[src/rtl/rfu_pkg.sv]
package rfu_pkg;
    localparam int RFU_ID_W = 11;

    typedef enum logic [2:0] {
        OP_AND = 3'd0,
        OP_OR  = 3'd1,
        OP_XOR = 3'd2,
        OP_ADD = 3'd3,
        OP_SUB = 3'd4,
        OP_SHL = 3'd5,
        OP_SHR = 3'd6,
        OP_POP = 3'd7
    } rfu_op_e;
endpackage

[src/rtl/rfu_op_array.sv]
module rfu_op_array
    import rfu_pkg::*;
#(
    parameter int DATA_W = 32
) (
    input  rfu_op_e             op_i,
    input  logic [DATA_W-1:0]   a_i,
    input  logic [DATA_W-1:0]   b_i,
    output logic [DATA_W-1:0]   y_o
);
    localparam int SH_W = $clog2(DATA_W);

    logic [SH_W-1:0]   sh_amt;
    logic [DATA_W-1:0] pop_cnt;

    assign sh_amt = b_i[SH_W-1:0];

    always_comb begin
        pop_cnt = '0;
        for (int i = 0; i < DATA_W; i++) begin
            pop_cnt = pop_cnt + DATA_W'(a_i[i]);
        end
    end

    always_comb begin
        unique case (op_i)
            OP_AND:  y_o = a_i & b_i;
            OP_OR:   y_o = a_i | b_i;
            OP_XOR:  y_o = a_i ^ b_i;
            OP_ADD:  y_o = a_i + b_i;
            OP_SUB:  y_o = a_i - b_i;
            OP_SHL:  y_o = a_i << sh_amt;
            OP_SHR:  y_o = a_i >> sh_amt;
            default: y_o = pop_cnt;
        endcase
    end
endmodule

[src/rtl/rfu_cfg_loader.sv]
module rfu_cfg_loader
    import rfu_pkg::*;
#(
    parameter int ID_W        = RFU_ID_W,
    parameter int LOAD_CYCLES = 8
) (
    input  logic            clk,
    input  logic            rst_n,
    input  logic            cfg_wr_i,
    input  logic [ID_W-1:0] cfg_tag_i,
    input  rfu_op_e         cfg_op_i,
    output logic            busy_o,
    output logic            tag_valid_o,
    output logic [ID_W-1:0] tag_o,
    output rfu_op_e         op_o
);
    localparam int CNT_W = $clog2(LOAD_CYCLES + 1);

    typedef struct packed {
        logic            busy;
        logic [CNT_W-1:0] cnt;
        logic            tag_valid;
        logic [ID_W-1:0] tag;
        rfu_op_e         op;
        logic [ID_W-1:0] pend_tag;
        rfu_op_e         pend_op;
    } ld_state_t;

    ld_state_t st_d, st_q;

    always_comb begin
        st_d = st_q;
        if (st_q.busy) begin
            if (st_q.cnt == '0) begin
                st_d.busy      = 1'b0;
                st_d.tag_valid = 1'b1;
                st_d.tag       = st_q.pend_tag;
                st_d.op        = st_q.pend_op;
            end else begin
                st_d.cnt = st_q.cnt - 1'b1;
            end
        end else if (cfg_wr_i) begin
            st_d.busy     = 1'b1;
            st_d.cnt      = CNT_W'(LOAD_CYCLES - 1);
            st_d.pend_tag = cfg_tag_i;
            st_d.pend_op  = cfg_op_i;
        end
    end

    always_ff @(posedge clk) begin
        if (!rst_n) begin
            st_q <= '{busy: 1'b0, cnt: '0, tag_valid: 1'b0, tag: '0,
                      op: OP_AND, pend_tag: '0, pend_op: OP_AND};
        end else begin
            st_q <= st_d;
        end
    end

    assign busy_o      = st_q.busy;
    assign tag_valid_o = st_q.tag_valid;
    assign tag_o       = st_q.tag;
    assign op_o        = st_q.op;

    // an accepted strobe starts the load on the next edge
    a_r4_load_starts: assert property (@(posedge clk) disable iff (!rst_n)
        (cfg_wr_i && !st_q.busy) |=> st_q.busy);

    // the live tag moves only out of a load
    a_r5_tag_on_finish: assert property (@(posedge clk) disable iff (!rst_n)
        !st_q.busy |=> $stable(st_q.tag));

    // the pending tag is frozen while a load runs
    a_r8_pend_frozen: assert property (@(posedge clk) disable iff (!rst_n)
        st_q.busy |=> $stable(st_q.pend_tag));
endmodule

[src/rtl/rfu_tagged_unit.sv]
module rfu_tagged_unit
    import rfu_pkg::*;
#(
    parameter int ID_W        = RFU_ID_W,
    parameter int DATA_W      = 32,
    parameter int LOAD_CYCLES = 8
) (
    input  logic              clk,
    input  logic              rst_n,
    input  logic              issue_i,
    input  logic [ID_W-1:0]   id_i,
    input  logic [DATA_W-1:0] opa_i,
    input  logic [DATA_W-1:0] opb_i,
    input  logic              cfg_wr_i,
    input  logic [ID_W-1:0]   cfg_tag_i,
    input  logic [2:0]        cfg_op_i,
    output logic [DATA_W-1:0] result_o,
    output logic              valid_o,
    output logic              miss_o,
    output logic              stall_o
);
    logic              busy;
    logic              tag_valid;
    logic [ID_W-1:0]   tag;
    rfu_op_e           cur_op;
    logic [DATA_W-1:0] array_y;
    logic              hit;

    rfu_cfg_loader #(
        .ID_W        (ID_W),
        .LOAD_CYCLES (LOAD_CYCLES)
    ) i_loader (
        .clk         (clk),
        .rst_n       (rst_n),
        .cfg_wr_i    (cfg_wr_i),
        .cfg_tag_i   (cfg_tag_i),
        .cfg_op_i    (rfu_op_e'(cfg_op_i)),
        .busy_o      (busy),
        .tag_valid_o (tag_valid),
        .tag_o       (tag),
        .op_o        (cur_op)
    );

    rfu_op_array #(
        .DATA_W (DATA_W)
    ) i_array (
        .op_i (cur_op),
        .a_i  (opa_i),
        .b_i  (opb_i),
        .y_o  (array_y)
    );

    always_comb begin
        hit      = issue_i && !busy && tag_valid && (id_i == tag);
        valid_o  = hit;
        miss_o   = issue_i && !busy && !hit;
        stall_o  = busy || miss_o;
        result_o = hit ? array_y : '0;
    end

    // a miss always holds the pipeline and never completes
    a_r3_miss_stalls: assert property (@(posedge clk) disable iff (!rst_n)
        miss_o |-> (stall_o && !valid_o && result_o == '0));

    // a completion needs an instruction and never stalls
    a_r2_hit_no_stall: assert property (@(posedge clk) disable iff (!rst_n)
        valid_o |-> (issue_i && !stall_o && !miss_o));

    // nothing completes or misses while a load runs
    a_r4_quiet_in_load: assert property (@(posedge clk) disable iff (!rst_n)
        busy |-> (stall_o && !valid_o && !miss_o));

    // idle unit drives nothing
    a_r7_idle_quiet: assert property (@(posedge clk) disable iff (!rst_n)
        (!issue_i && !busy) |-> (!stall_o && !valid_o && result_o == '0));
endmodule

[config.mk]
export PLATFORM = sky130hd
export DESIGN_NAME = rfu_tagged_unit
export DESIGN_NICKNAME = d
export VERILOG_FILES = /design/src/rtl/rfu_pkg.sv /design/src/rtl/rfu_op_array.sv /design/src/rtl/rfu_cfg_loader.sv /design/src/rtl/rfu_tagged_unit.sv
export SDC_FILE = /design/constraint.sdc
export NUM_CORES = 1
export LEC_CHECK = 0
export CORE_AREA = 2 2 252 180
export DETAILED_ROUTE_END_ITERATION = 16
export DIE_AREA = 0 0 254 182
export DONT_BUFFER_PORTS = 1
export PLACE_DENSITY = 0.46
export SLEW_MARGIN = 20
export SYNTH_ARGS = -nofsm -noshare
export SYNTH_HDL_FRONTEND = slang
export SYNTH_SLANG_ARGS = --single-unit
[constraint.sdc]
create_clock -name clk -period 21 [get_ports clk]
set_clock_uncertainty 0.2 [all_clocks]
set_input_delay 3.15 -clock clk [delete_from_list [all_inputs] [get_ports clk]]
set_output_delay 3.15 -clock clk [all_outputs]
set_load 0.01 [all_outputs]
Yosys cells after proc, flatten, opt, wreduce, memory -nomap -nowiden. Cells that the tools add are included.

Register bits: 34. Bits of input ports: 93. Output and inout port bits: 35. Word-level logic and storage cells: 74.

Add/sub/neg operators: 34. Eq/ne operators: 8. Shifts and indexed selects: 2. Muxes and demuxes: 6. Bitwise operators: 4. Reductions and logical operators: 13.

Operator list (number): $add A32 B1 Y32 (30); $pmux W32 S7 (1); $add A32 B32 Y32 (1); $and A32 B32 Y32 (1); $mux W32 (1); $or A32 B32 Y32 (1); $shl A32 B5 Y32 (1); $shr A32 B5 Y32 (1); $sub A32 B32 Y32 (1); $xor A32 B32 Y32 (1); $eq A11 B11 Y1 (1); $mux W5 (2); $eq A3 B3 Y1 const B (3); $eq A3 B2 Y1 const B (2); $reduce_and A2 Y1 (3); $logic_and A1 B1 Y1 (4); $logic_not A4 Y1 (1); $mux W4 (1); $sub A4 B1 Y4 const B (1); $eq A3 B1 Y1 const B (1); $logic_not A3 Y1 (1); $add A1 B1 Y2 (1); $logic_not A1 Y1 (2); $ne A2 B2 Y1 const B (1); 4 further kinds (4).

Logic depth before layout (Yosys ltp).
Depth in word-level cells: 33. Depth in mapped cells: 20. Gate-level depth less buffers: 20.

Modules after synthesis. A second synthesis with hierarchy kept.

Cell total of the unflattened synthesis: 1471. Area, all modules: 10450.0 µm².

Modules (own cells, without submodules): rfu_op_array (instances 1, cells an instance 1236, area each 8553.2 µm², sequential area each 0.0 µm²); rfu_cfg_loader (instances 1, cells an instance 168, area each 1365.1 µm², sequential area each 680.7 µm²); rfu_tagged_unit (instances 1, cells an instance 67, area each 531.8 µm², sequential area each 0.0 µm²).

Least setup slack after synthesis. OpenSTA, ideal clock, no wires.

Kind: input port to output port. Start: in opa_i[0]. End: out result_o[4]. Arrival time: 7.841 ns. Data required time: 17.650 ns. Slack: 9.809 ns. Cell stages on the path: 15. Path buffers: 0. Cell sequence: ha_1 inv_1 fa_1 fa_1 fa_1 fa_1 fa_1 fa_1 fa_1 fa_1 inv_1 a21o_1 a21oi_1 xor2_1 a211oi_1.

Longest elaborated chain between the ends: 33. Elaborated cells on any way between the ends: 37. Classes of those cells: 33 x add/sub; 2 x shift; 2 x mux.

Ends and longest elaborated chain: start, declared (line rfu_tagged_unit.sv:12) `input logic [DATA_W-1:0] opa_i,`; $add A1 B1 Y2 (line rfu_op_array.sv:21) `pop_cnt = pop_cnt + DATA_W'(a_i[i]);`; $add A32 B1 Y32 (30 in series) (line rfu_op_array.sv:21); $pmux W32 S7 (*) (line rfu_op_array.sv:26) `unique case (op_i)`; $mux W32 (*) (line rfu_tagged_unit.sv:58) `result_o = hit ? array_y : '0;`; end, declared (line rfu_tagged_unit.sv:17) `output logic [DATA_W-1:0] result_o,`.

Mark *: on every way between the ends. The rest lies on a longest branch, timed or not.

Worst setup path after layout. Same ends and word-level chain as after synthesis.

==> results.cfg <==
[power]
p_leak_nw = 4.16
peakVddDrop_uv = 55.7
power_mw = 0.511
pwr_density_cell_nw_per_um2 = 48.6

[clock_network]
clk_path_buf_depth = 2
cts_buffers = 5
cts_hold_buf = 0
cts_num_sinks = 34
htree_levels = 2
cts_resized = 0
path_clk_slew_ns = 0.05
tritoncts = built
clock_latency_ns = 0.28
cts_setup_buffers = 0
root_buffer = clkbuf_16

[sta]
tightestPinTransition_ns = 1.13
post-route-period-util_pct = 55.3
maxSlewViolCount = 0
clock.fmax_mhz = 86.1
hold_viol = 0
min_period_ns = 11.62
rsz0062_at_grt = false
max-slew-margin-rel_pct = 24.7
layout_setup_ws_ns = 9.38
setup_tns_ns = 0
final-setup-viol-count = 0

[synthesis]
synth_enable_flop_cells = 0
syn_nets = 1620
synthDistinctLibCells = 91
ys_ff_latch = 34
netlist_area_um2 = 9960
ys_warn_count = 0
postSynthAreaPerCell_um2 = 7.14
yosysSeqAreaShare_pct = 6.83
synth_cells = 1395
synth-main-ff-cell = dfxtp_1
synth-async-reset-ratio_pct = 0

[grt]
grt_remaining_overflow = 0
grt_pass1_vias = 9742
grt_first_pass_wirelength_um = 67200
antenna_found_initial = 0
grtUsageTotal_pct = 19.5
grt_max_degree = 96

[die]
num_io_pins = 128
core_area_um2 = 44100
die_x_um = 254
die_h_um = 182
row_count = 65
initial_utilization_pct = 22.6
dieArea_um2 = 46200

[placed_design]
dp_hpwl_um = 37700
numPortBuffers = 0
place_ws_ns = 9.40
routabilityCongestion = 0.967

[layout]
nets = 1543
final_common_cell = nand2_1
layout_common_cells = nand2_1 (171), a21oi_1 (121), nor2_1 (108)
utilization_pct = 23.9
n_antenna_cell = 0
fillers = 4963
syn2layout_area_growth_pct = 5.65
drive_above_1_share_pct = 6.07

[drt]
ant_nets = 0
vias = 10592
vias_per_cell = 5.51
wl_per_cell_um = 24.4
drt_pass1_iterations = 8
drt_iter0_drc = 1531
wirelength_um = 46800
drc_errors = 0

[run_status]
status = completed

[worst_setup_path]
cp.required_ns = 17.65
worst-path-max-fanout = 7
cp-end-kind = primary output
start_kind = input pin
critPathKind = in2out
cp.arrival_ns = 8.27

[run]
maxCapViolCount = 0

[worst_hold_path]
hold_path.class = reg2reg
flip-flops by register name (all words and copies together), names as in the netlist:
signal and flops:
i_loader.st_q 18, i_loader.tag_valid_o 1, i_loader.tag_o 11, i_loader.busy_o 1
i_loader.op_o 3
area by class of cell:
cell class / instances / area [µm²] / area share (%)
flip-flops and latches: 34 / 683 / 6.49
clock buffers: 6 / 139 / 1.32
repair buffers: 9 / 67.6 / 0.642
inverters: 105 / 400 / 3.80
multi-input cells: 1163 / 8470 / 80.5
well taps: 603 / 754 / 7.17
clock inverters: 2 / 12.5 / 0.119
cells in the mapped netlist, drive strengths merged (7+ instances only):
cell | instances | share of area, %
mux2i | 85 | 8.5
nor2b | 11 | 0.69
inv | 103 | 3.9
mux2 | 12 | 1.4
nand2b | 18 | 1.1
o22ai | 37 | 2.3
buf | 45 | 2.4
xor2 | 19 | 1.7
o211ai | 9 | 0.68
a21o | 17 | 1.3
ha | 107 | 13
clkbuf | 48 | 1.8
o21ai | 108 | 5.5
or3 | 7 | 0.44
nand2 | 172 | 6.5
mux4 | 12 | 2.7
dfxtp | 34 | 6.8
a21boi | 8 | 0.60
and2 | 11 | 0.72
nand3 | 18 | 1.0
a221oi | 15 | 1.4
o21a | 10 | 0.75
a31oi | 18 | 1.3
xnor2 | 47 | 4.2
fa | 25 | 5.0
a21oi | 123 | 6.2
nand4 | 8 | 0.65
a222oi | 9 | 0.90
a211oi | 26 | 2.0
nor3 | 36 | 2.2
nor2 | 109 | 4.1
worst paths after layout:
check        depth (start not counted)  slack (ns)                            from                        endpoint
max                                 15        9.38                        opa_i[0]                     result_o[4]
min reg2reg                          2        0.25   i_loader.st_q[0]$_SDFFE_PN0P_   i_loader.op_o[0]$_SDFFE_PN0P_
max reg2reg                          6       18.94  i_loader.st_q[29]$_SDFFE_PN0P_  i_loader.tag_o[9]$_SDFFE_PN0P_
min                                  2        0.25   i_loader.st_q[0]$_SDFFE_PN0P_   i_loader.op_o[0]$_SDFFE_PN0P_
layer usage:
| layer | up-vias | part of all wire, % | GRT usage [%] |
|---|---|---|---|
| met2 | 530 | 40 | 26.9 |
| met5 | - | 0 | 0 |
| met3 | 36 | 12 | 6.29 |
| li1 | 4858 | - | - |
| met4 | 0 | 1.4 | 2.99 |
| met1 | 5168 | 47 | 29.4 |
critical path: stages:
cell	delay (ns)
ha_1	0.25
inv_1	0.04
fa_1	0.61
fa_1	0.49
fa_1	0.55
fa_1	0.44
fa_1	0.53
fa_1	0.43
fa_1	0.42
fa_1	0.42
inv_1	0.07
a21o_1	0.10
a21oi_1	0.07
xor2_1	0.14
a211oi_1	0.53
metrics by stage:
stage | hold slack, ns | instance area [µm²] | std cells
after detailed placement | 0.245 | 10400 | 1914
final | 0.248 | 10500 | 1922
after global routing | 0.270 | 10500 | 1922
after CTS | 0.253 | 10500 | 1922
after global placement | 0.238 | 10400 | 1914
after floorplan | 0.223 | 9960 | 1395
power by group:
group | switching (mW) | total (mW) | internal, mW
logic | 0.213 | 0.367 | 0.154
registers | 0.00259 | 0.0706 | 0.0681
clock network | 0.0273 | 0.0742 | 0.0469
kinds of logic (layout without fill, tap and decap cells):
| kind of cell | count (synthesis) | in the layout | share of synthesized area [%] |
|---|---|---|---|
| adder cells (fa/ha/maj) | 132 | 132 | 18.5 |
| AO/OA/AOI/OAI | 438 | 438 | 28.2 |
| AND/OR/NAND/NOR | 418 | 418 | 19.7 |
| flip-flops | 34 | 34 | 6.83 |
| multiplexers | 109 | 109 | 12.6 |
| buffers and inverters | 198 | 122 | 8.28 |
| XOR/XNOR | 66 | 66 | 5.88 |
(Power assumes the default switching activity.)
